[config.mk]
export PLATFORM = sky130hd
export DESIGN_NAME = spiMemSlave
export DESIGN_NICKNAME = d
export VERILOG_FILES = /design/src/rtl/spiMemPkg.sv /design/src/rtl/spiMemDatapath.sv /design/src/rtl/spiMemControl.sv /design/src/rtl/spiMemSlave.sv
export SDC_FILE = /design/constraint.sdc
export NUM_CORES = 1
export LEC_CHECK = 0
export ABC_AREA = 1
export CELL_PAD_IN_SITES_DETAIL_PLACEMENT = 1
export CELL_PAD_IN_SITES_GLOBAL_PLACEMENT = 1
export CORE_ASPECT_RATIO = 1.5
export CORE_MARGIN = 2
export CORE_UTILIZATION = 46
export DETAILED_ROUTE_END_ITERATION = 7
export DONT_BUFFER_PORTS = 1
export HOLD_SLACK_MARGIN = 0.1
export PLACE_DENSITY = 0.89
export SLEW_MARGIN = 20
export SYNTH_ARGS = -nofsm -noshare
export SYNTH_HDL_FRONTEND = slang
export SYNTH_SLANG_ARGS = --single-unit
[constraint.sdc]
create_clock -name clk -period 1.8 [get_ports clk]
set_input_delay 0.09 -clock clk [delete_from_list [all_inputs] [get_ports clk]]
set_output_delay 0.09 -clock clk [all_outputs]
set_load 0.1 [all_outputs]
[src/rtl/spiMemPkg.sv]
`timescale 1ns/1ps
package spiMemPkg;

  typedef enum logic [1:0] {
    PhCmd,
    PhAddr,
    PhData
  } phaseT;

  // strobes from control to datapath, each valid for one clock
  typedef struct packed {
    logic latchCmd;
    logic latchAddr;
    logic writeStb;
    logic incAddr;
    logic fetch;
    logic fetchNull;
  } ctlT;

  // status from datapath to control
  typedef struct packed {
    logic csIdle;
    logic byteDone;
    logic isRead;
  } statT;

endpackage

[src/rtl/spiMemDatapath.sv]
`timescale 1ns/1ps
module spiMemDatapath
  import spiMemPkg::*;
#(
  parameter int DataWidth      = 8,
  parameter int AddrWidth      = 11,
  parameter int SpaceCount     = 4,
  parameter int SmallSpaces    = 2,
  parameter int SmallAddrWidth = 8,
  parameter int CodeWidth      = 3,
  parameter int SyncStages     = 2
) (
  input  logic                             clk,
  input  logic                             rstN,
  input  logic                             sclkIn,
  input  logic                             mosiIn,
  input  logic                             csNIn,
  input  ctlT                              ctl,
  output statT                             stat,
  output logic                             miso,
  output logic [SpaceCount-1:0]            memRe,
  output logic [SpaceCount-1:0]            memWe,
  output logic [AddrWidth-1:0]             memAddr,
  output logic [DataWidth-1:0]             memWdata,
  input  logic [SpaceCount*DataWidth-1:0]  memRdata
);

  localparam int BitW = $clog2(DataWidth);
  localparam logic [BitW-1:0] LastBit = BitW'(DataWidth - 1);

  logic [SyncStages:0]   sclkPipe;
  logic [SyncStages-1:0] mosiPipe;
  logic [SyncStages-1:0] csPipe;
  logic sclkRise, sclkFall, csIdle, mosiBit;

  logic [BitW-1:0]      bitCnt;
  logic [DataWidth-1:0] rxShift;
  logic [DataWidth-1:0] txShift;
  logic                 loadPending;
  logic                 loadNull;
  logic                 isReadReg;
  logic [CodeWidth-1:0] spaceReg;
  logic [AddrWidth-1:0] addr;
  logic [DataWidth-1:0] rdSel;
  logic                 spaceValid;
  logic                 spaceSmall;

  // input synchronizers
  always_ff @(posedge clk or negedge rstN) begin
    if (!rstN) begin
      sclkPipe <= '0;
      mosiPipe <= '0;
      csPipe   <= '1;
    end else begin
      sclkPipe <= {sclkPipe[SyncStages-1:0], sclkIn};
      mosiPipe <= {mosiPipe[SyncStages-2:0], mosiIn};
      csPipe   <= {csPipe[SyncStages-2:0], csNIn};
    end
  end

  assign sclkRise = sclkPipe[SyncStages-1] & ~sclkPipe[SyncStages];
  assign sclkFall = ~sclkPipe[SyncStages-1] & sclkPipe[SyncStages];
  assign csIdle   = csPipe[SyncStages-1];
  assign mosiBit  = mosiPipe[SyncStages-1];

  // shift registers and bit counter
  always_ff @(posedge clk or negedge rstN) begin
    if (!rstN) begin
      bitCnt      <= '0;
      rxShift     <= '0;
      txShift     <= '0;
      loadPending <= 1'b0;
      loadNull    <= 1'b0;
    end else if (csIdle) begin
      bitCnt      <= '0;
      txShift     <= '0;
      loadPending <= 1'b0;
    end else begin
      if (sclkRise) begin
        rxShift <= {rxShift[DataWidth-2:0], mosiBit};
        bitCnt  <= (bitCnt == LastBit) ? '0 : bitCnt + 1'b1;
      end
      loadPending <= ctl.fetch;
      loadNull    <= ctl.fetchNull | ~spaceValid;
      if (loadPending) begin
        txShift <= loadNull ? '0 : rdSel;
      end else if (sclkFall && bitCnt != '0) begin
        txShift <= {txShift[DataWidth-2:0], 1'b0};
      end
    end
  end

  // command fields and address counter
  always_ff @(posedge clk or negedge rstN) begin
    if (!rstN) begin
      isReadReg <= 1'b0;
      spaceReg  <= '0;
      addr      <= '0;
    end else begin
      if (ctl.latchCmd) begin
        isReadReg <= rxShift[DataWidth-1];
        spaceReg  <= rxShift[CodeWidth-1:0];
      end
      if (ctl.latchAddr) begin
        addr <= AddrWidth'(rxShift);
      end else if (ctl.incAddr) begin
        addr <= addr + 1'b1;
      end
    end
  end

  assign spaceValid = int'(spaceReg) < SpaceCount;
  assign spaceSmall = int'(spaceReg) < SmallSpaces;

  always_comb begin
    rdSel = '0;
    for (int g = 0; g < SpaceCount; g++) begin
      if (int'(spaceReg) == g) rdSel = memRdata[g*DataWidth +: DataWidth];
    end
  end

  generate
    for (genvar g = 0; g < SpaceCount; g++) begin : gSpace
      assign memWe[g] = ctl.writeStb & (int'(spaceReg) == g);
      assign memRe[g] = ctl.fetch & ~ctl.fetchNull & (int'(spaceReg) == g);
    end
  endgenerate

  assign memAddr  = spaceSmall ? AddrWidth'(addr[SmallAddrWidth-1:0]) : addr;
  assign memWdata = rxShift;
  assign miso     = txShift[DataWidth-1];

  assign stat.csIdle   = csIdle;
  assign stat.byteDone = sclkRise & (bitCnt == LastBit) & ~csIdle;
  assign stat.isRead   = isReadReg;

  AST_DIR_EXCL: assert property (@(posedge clk) disable iff (!rstN)
    !((|memWe) && (|memRe)));

  AST_SMALL_ADDR: assert property (@(posedge clk) disable iff (!rstN)
    ((|memWe[SmallSpaces-1:0]) || (|memRe[SmallSpaces-1:0]))
      |-> (memAddr[AddrWidth-1:SmallAddrWidth] == '0));

endmodule

[src/rtl/spiMemControl.sv]
`timescale 1ns/1ps
module spiMemControl
  import spiMemPkg::*;
#(
  parameter int MaxBurst = 2048
) (
  input  logic clk,
  input  logic rstN,
  input  statT stat,
  output ctlT  ctl,
  output logic inHeader
);

  localparam int CntW = $clog2(MaxBurst + 1);
  localparam logic [CntW-1:0] BurstMax = CntW'(MaxBurst);

  phaseT           phase;
  logic [CntW-1:0] dataCnt;
  logic            fetchDue;

  always_ff @(posedge clk or negedge rstN) begin
    if (!rstN) begin
      phase    <= PhCmd;
      dataCnt  <= '0;
      fetchDue <= 1'b0;
      ctl      <= '0;
    end else begin
      ctl <= '0;
      if (stat.csIdle) begin
        phase    <= PhCmd;
        dataCnt  <= '0;
        fetchDue <= 1'b0;
      end else begin
        if (fetchDue) begin
          ctl.fetch     <= 1'b1;
          ctl.fetchNull <= (dataCnt >= BurstMax);
          fetchDue      <= 1'b0;
        end
        if (stat.byteDone) begin
          unique case (phase)
            PhCmd: begin
              ctl.latchCmd <= 1'b1;
              phase        <= PhAddr;
            end
            PhAddr: begin
              ctl.latchAddr <= 1'b1;
              phase         <= PhData;
              fetchDue      <= stat.isRead;
            end
            default: begin
              if (stat.isRead) begin
                ctl.incAddr <= 1'b1;
                fetchDue    <= 1'b1;
              end else if (dataCnt < BurstMax) begin
                ctl.writeStb <= 1'b1;
                ctl.incAddr  <= 1'b1;
              end
              if (dataCnt != BurstMax) dataCnt <= dataCnt + 1'b1;
            end
          endcase
        end
      end
    end
  end

  assign inHeader = (phase != PhData);

endmodule

[src/rtl/spiMemSlave.sv]
`timescale 1ns/1ps
module spiMemSlave
  import spiMemPkg::*;
#(
  parameter int DataWidth      = 8,
  parameter int AddrWidth      = 11,
  parameter int SpaceCount     = 4,
  parameter int SmallSpaces    = 2,
  parameter int SmallAddrWidth = 8,
  parameter int CodeWidth      = 3,
  parameter int SyncStages     = 2,
  parameter int MaxBurst       = 2048
) (
  input  logic                            clk,
  input  logic                            rstN,
  input  logic                            spiSclk,
  input  logic                            spiMosi,
  input  logic                            spiCsN,
  output logic                            spiMiso,
  output logic [SpaceCount-1:0]           memRe,
  output logic [SpaceCount-1:0]           memWe,
  output logic [AddrWidth-1:0]            memAddr,
  output logic [DataWidth-1:0]            memWdata,
  input  logic [SpaceCount*DataWidth-1:0] memRdata
);

  ctlT  ctl;
  statT stat;
  logic inHeader;

  spiMemControl #(
    .MaxBurst(MaxBurst)
  ) uControl (
    .clk      (clk),
    .rstN     (rstN),
    .stat     (stat),
    .ctl      (ctl),
    .inHeader (inHeader)
  );

  spiMemDatapath #(
    .DataWidth      (DataWidth),
    .AddrWidth      (AddrWidth),
    .SpaceCount     (SpaceCount),
    .SmallSpaces    (SmallSpaces),
    .SmallAddrWidth (SmallAddrWidth),
    .CodeWidth      (CodeWidth),
    .SyncStages     (SyncStages)
  ) uDatapath (
    .clk      (clk),
    .rstN     (rstN),
    .sclkIn   (spiSclk),
    .mosiIn   (spiMosi),
    .csNIn    (spiCsN),
    .ctl      (ctl),
    .stat     (stat),
    .miso     (spiMiso),
    .memRe    (memRe),
    .memWe    (memWe),
    .memAddr  (memAddr),
    .memWdata (memWdata),
    .memRdata (memRdata)
  );

  AST_MISO_HEADER: assert property (@(posedge clk) disable iff (!rstN)
    inHeader |-> (spiMiso == 1'b0));

  AST_IDLE_QUIET: assert property (@(posedge clk) disable iff (!rstN)
    (stat.csIdle && $past(stat.csIdle)) |-> ((memWe == '0) && (memRe == '0)));

endmodule

==> flow_metrics.env <==
export IMPL_register_area_mm2=0.00160
export IMPL_clock_sinks=64
export IMPL_clk_pin_slew_ns=0.05
export IMPL_cp_arrival_ns=1.63
export IMPL_timing_fmax_ghz=0.582
export IMPL_cts_path_max_buffers=2
export IMPL_ir_drop_v=0.000791
export IMPL_routed_top_layer="met4"
export IMPL_stdcell_count=610
export IMPL_drive_above_1_share=0.181
export IMPL_grt_overflow=0
export IMPL_p_leak_nw=2.08
export IMPL_finalCriticalPeriod_ns=1.72
export IMPL_ys_seq_elements=64
export IMPL_port_buffers=0
export IMPL_hpwl_mm=7.49
export IMPL_ys_seq_area_frac=0.451
export IMPL_wl_met1_mm=3.91
export IMPL_post_place_cells=584
export IMPL_ios=65
export IMPL_slew_headroom=0.690
export IMPL_synth_cells=467
export IMPL_fp_dieW_um=75.8
export IMPL_path_cells="nor2_1 > buf_6 > nand2_1 > nor2_2 > buf_12"
export IMPL_grt_pass1_wl_mm=17.3
export IMPL_period_share=0.955
export IMPL_ys_warn_count=0
export IMPL_vias_per_cell=5.33
export IMPL_syn_nets=510
export IMPL_power_density_mw_per_mm2=842
export IMPL_root_buffer="clkbuf_16"
export IMPL_synthTopCellsByArea="dfrtp_1 (44%), nand2_1 (16%), nor2_1 (5.7%)"
export IMPL_yosysUniqueCellTypes=36
export IMPL_clock_latency_ns=0.32
export IMPL_drcViolationCount=0
export IMPL_critPathMaxStageDelay_ns=0.45
export IMPL_pwr_share_comb=0.145
export IMPL_cp_max_fo=11
export IMPL_worst_pin_slew_ns=0.464
export IMPL_wl_met2_mm=6.06
export IMPL_drt_iter0_markers=177
export IMPL_start_util=0.470
export IMPL_setup_viol_count_final=0
export IMPL_wl_per_cell_um=17.3
export IMPL_maxCapViolCount=0
export IMPL_synth_top_area_share=0.436
export IMPL_row_count=39
export IMPL_min_path_type="in2reg"
export IMPL_fill_cells=939
export IMPL_first_pass_iters=4
export IMPL_pwr_share_clk=0.434
export IMPL_layout_nets=546
export IMPL_swShare=0.299
export IMPL_finalHoldViolCount=0
export IMPL_antenna_found_initial=0
export IMPL_gpl_final_weighted_congestion=0.866
export IMPL_critPathLaunchType="flop"
export IMPL_cp_data_required_time_ns=1.71
export IMPL_num_antenna_cells=0
export IMPL_cp_end_kind="output port"
export IMPL_track_usage=0.270
export IMPL_multi_input_area_mm2=0.00168
export IMPL_pre_cts_ws_ns=0.100
export IMPL_path_buf_inv=2
export IMPL_area_growth_pct=21.9
export IMPL_cts_buffers=9
export IMPL_synth_area_mm2=0.00356
export IMPL_die_h_um=112
export IMPL_grt_max_degree=65
export IMPL_drt_total_wl_mm=10.5
export IMPL_crit_family="simple AND/OR/NAND/NOR gates"
export IMPL_wl_met3_um=280
export IMPL_vias=3253
export IMPL_netlist_top_cell_by_area="dfrtp_1"
export IMPL_core_mm2=0.00756
export IMPL_setup_ws_ns=0.0817
export IMPL_htreeDepth=3
export IMPL_grt_pass1_vias=3620
export IMPL_critPathKind="reg2out"
export IMPL_ant_nets=0
export IMPL_p_switching_w=0.00109
export IMPL_p_int_w=0.00256
export IMPL_die_area_mm2=0.00847
export IMPL_rrSetupSlack_ns=0.11
export IMPL_cts_tree="yes"
export IMPL_slew_viol_final=0
export IMPL_crit_slowest_cell="dfrtp_1"
export IMPL_seqPwrFrac=0.421
export IMPL_fin_skew_ns=0.00613
export IMPL_syn_avg_cell_area_um2=7.62
export IMPL_status="completed"
-- cells in the final DEF, fill, tap and decap left out, types with 2 or more instances in the layout --
| cell | n |
|---|---|
| a21oi_1 | 14 |
| a22oi_1 | 3 |
| buf_12 | 8 |
| buf_4 | 27 |
| clkbuf_1 | 2 |
| clkbuf_16 | 9 |
| clkinv_4 | 2 |
| dfrtp_1 | 62 |
| dfstp_2 | 2 |
| dlygate4sd3_1 | 7 |
| ha_1 | 6 |
| inv_1 | 42 |
| inv_2 | 4 |
| nand2_1 | 156 |
| nand2_2 | 2 |
| nand3_1 | 20 |
| nand3_2 | 11 |
| nand4_1 | 6 |
| nor2_1 | 43 |
| nor2_2 | 14 |
| nor2_4 | 3 |
| nor3_1 | 8 |
| o211ai_1 | 2 |
| o21ai_0 | 28 |
| o21ai_1 | 2 |
| xnor2_1 | 3 |
| xor2_1 | 5 |
-- power groups by stage --
| stage | Sequential [W] | Clock [W] | Combinational [W] |
|---|---|---|---|
| finish | 0.00154 | 0.00159 | 0.000530 |
| global route | 0.00154 | 0.00169 | 0.000556 |
| CTS | 0.00154 | 0.00163 | 0.000533 |
| detailed placement | 0.00156 | 0 | 0.000481 |
| global placement | 0.00156 | 0 | 0.000471 |
| floorplan | 0.00183 | 0 | 0.0000879 |
-- worst paths after layout --
kind / from / to / cells past startpoint
max: uDatapath.spaceReg[2]$_DFFE_PN0P_ / memRe[1] / 5
min: memRdata[25] / uDatapath.txShift[1]$_DFFE_PN0P_ / 6
max reg2reg: uControl.dataCnt[0]$_DFFE_PN0P_ / uControl.dataCnt[9]$_DFFE_PN0P_ / 9
min reg2reg: uDatapath.mosiPipe[0]$_DFF_PN0_ / uDatapath.mosiPipe[1]$_DFF_PN0_ / 0
max in group asynchronous: rstN / uDatapath.csPipe[1]$_DFF_PN1_ / 2
min in group asynchronous: rstN / uDatapath.addr[5]$_DFFE_PN0P_ / 2
-- final cells by class --
cell class / count / area share
Multi-Input combinational cell: 337 / 0.388
Sequential cell: 64 / 0.370
Timing Repair Buffer: 44 / 0.109
Clock buffer: 12 / 0.0568
Inverter: 47 / 0.0407
Tap cell: 102 / 0.0294
Clock inverter: 4 / 0.00692
-- registers in the layout (all words and copies together), names as in the netlist, 3 cells and up --
| signal | cells |
|---|---|
| uControl.dataCnt | 12 |
| uDatapath.addr | 11 |
| uDatapath.memWdata | 8 |
| uDatapath.txShift | 8 |
| uControl.ctl | 6 |
| uDatapath.bitCnt | 3 |
| uDatapath.sclkPipe | 3 |
| uDatapath.spaceReg | 3 |
-- worst reg2reg max path: cells and delay by family (launching register included) --
kind | cells | cell delay [ns]
flops | 1 | 0.46
simple gates | 7 | 0.78
buf+inv | 1 | 0.13
fa+ha+maj | 1 | 0.19
-- synth_stat cells (all sizes together) --
master	number
inv	46
a211oi	2
nor3	9
xor2	5
ha	6
nor3b	1
dfstp	2
o21ai	30
or2	1
o31ai	1
dfrtp	62
nor2	60
o21a	1
nand4	6
nor4	1
buf	17
nand2	160
xnor2	3
o211ai	2
clkbuf	2
clkinv	1
o22ai	1
nand3	31
a22oi	3
a21oi	14
-- stage by stage --
stage	utilization	hold WS [ns]	area [um^2]	total power [W]	TNS (ns)
6_report	0.574	0.116	4340	0.00365	0
5_1_grt	0.574	0.148	4340	0.00379	-0.0185
4_1_cts	0.571	0.102	4320	0.00370	0
3_5_place_dp	0.520	-0.204	3930	0.00204	0
3_3_place_gp	0.520	-0.204	3930	0.00203	0
2_1_floorplan	-	-0.206	3580	0.00192	-0.813
-- timing repair --
| action | in CTS | in global routing |
|---|---|---|
| endpoints found under the hold margin | 69 | 0 |
| endpoints found under the setup margin | 2 | 9 |
| resized for setup | 1 | 2 |
| setup buffers | 1 | 1 |
| pin swaps | 1 | 1 |
| hold buffers | 8 | 0 |
-- metal layers --
layer / vias up / global-route usage
met5: - / 0
met1: 1614 / 0.291
met3: 25 / 0.0606
li1: 1545 / -
met4: 0 / 0.112
met2: 69 / 0.483
-- cell families after synthesis --
kind of cell,Yosys count,synth area share
flip-flops,64,0.451
XOR/XNOR,8,0.0197
AND/OR/NAND/NOR,269,0.334
AO/OA/AOI/OAI,54,0.0861
buffers and inverters,66,0.0883
adder cells (fa/ha/maj),6,0.0211
No activity file was read; power rests on OpenSTA's default activity.
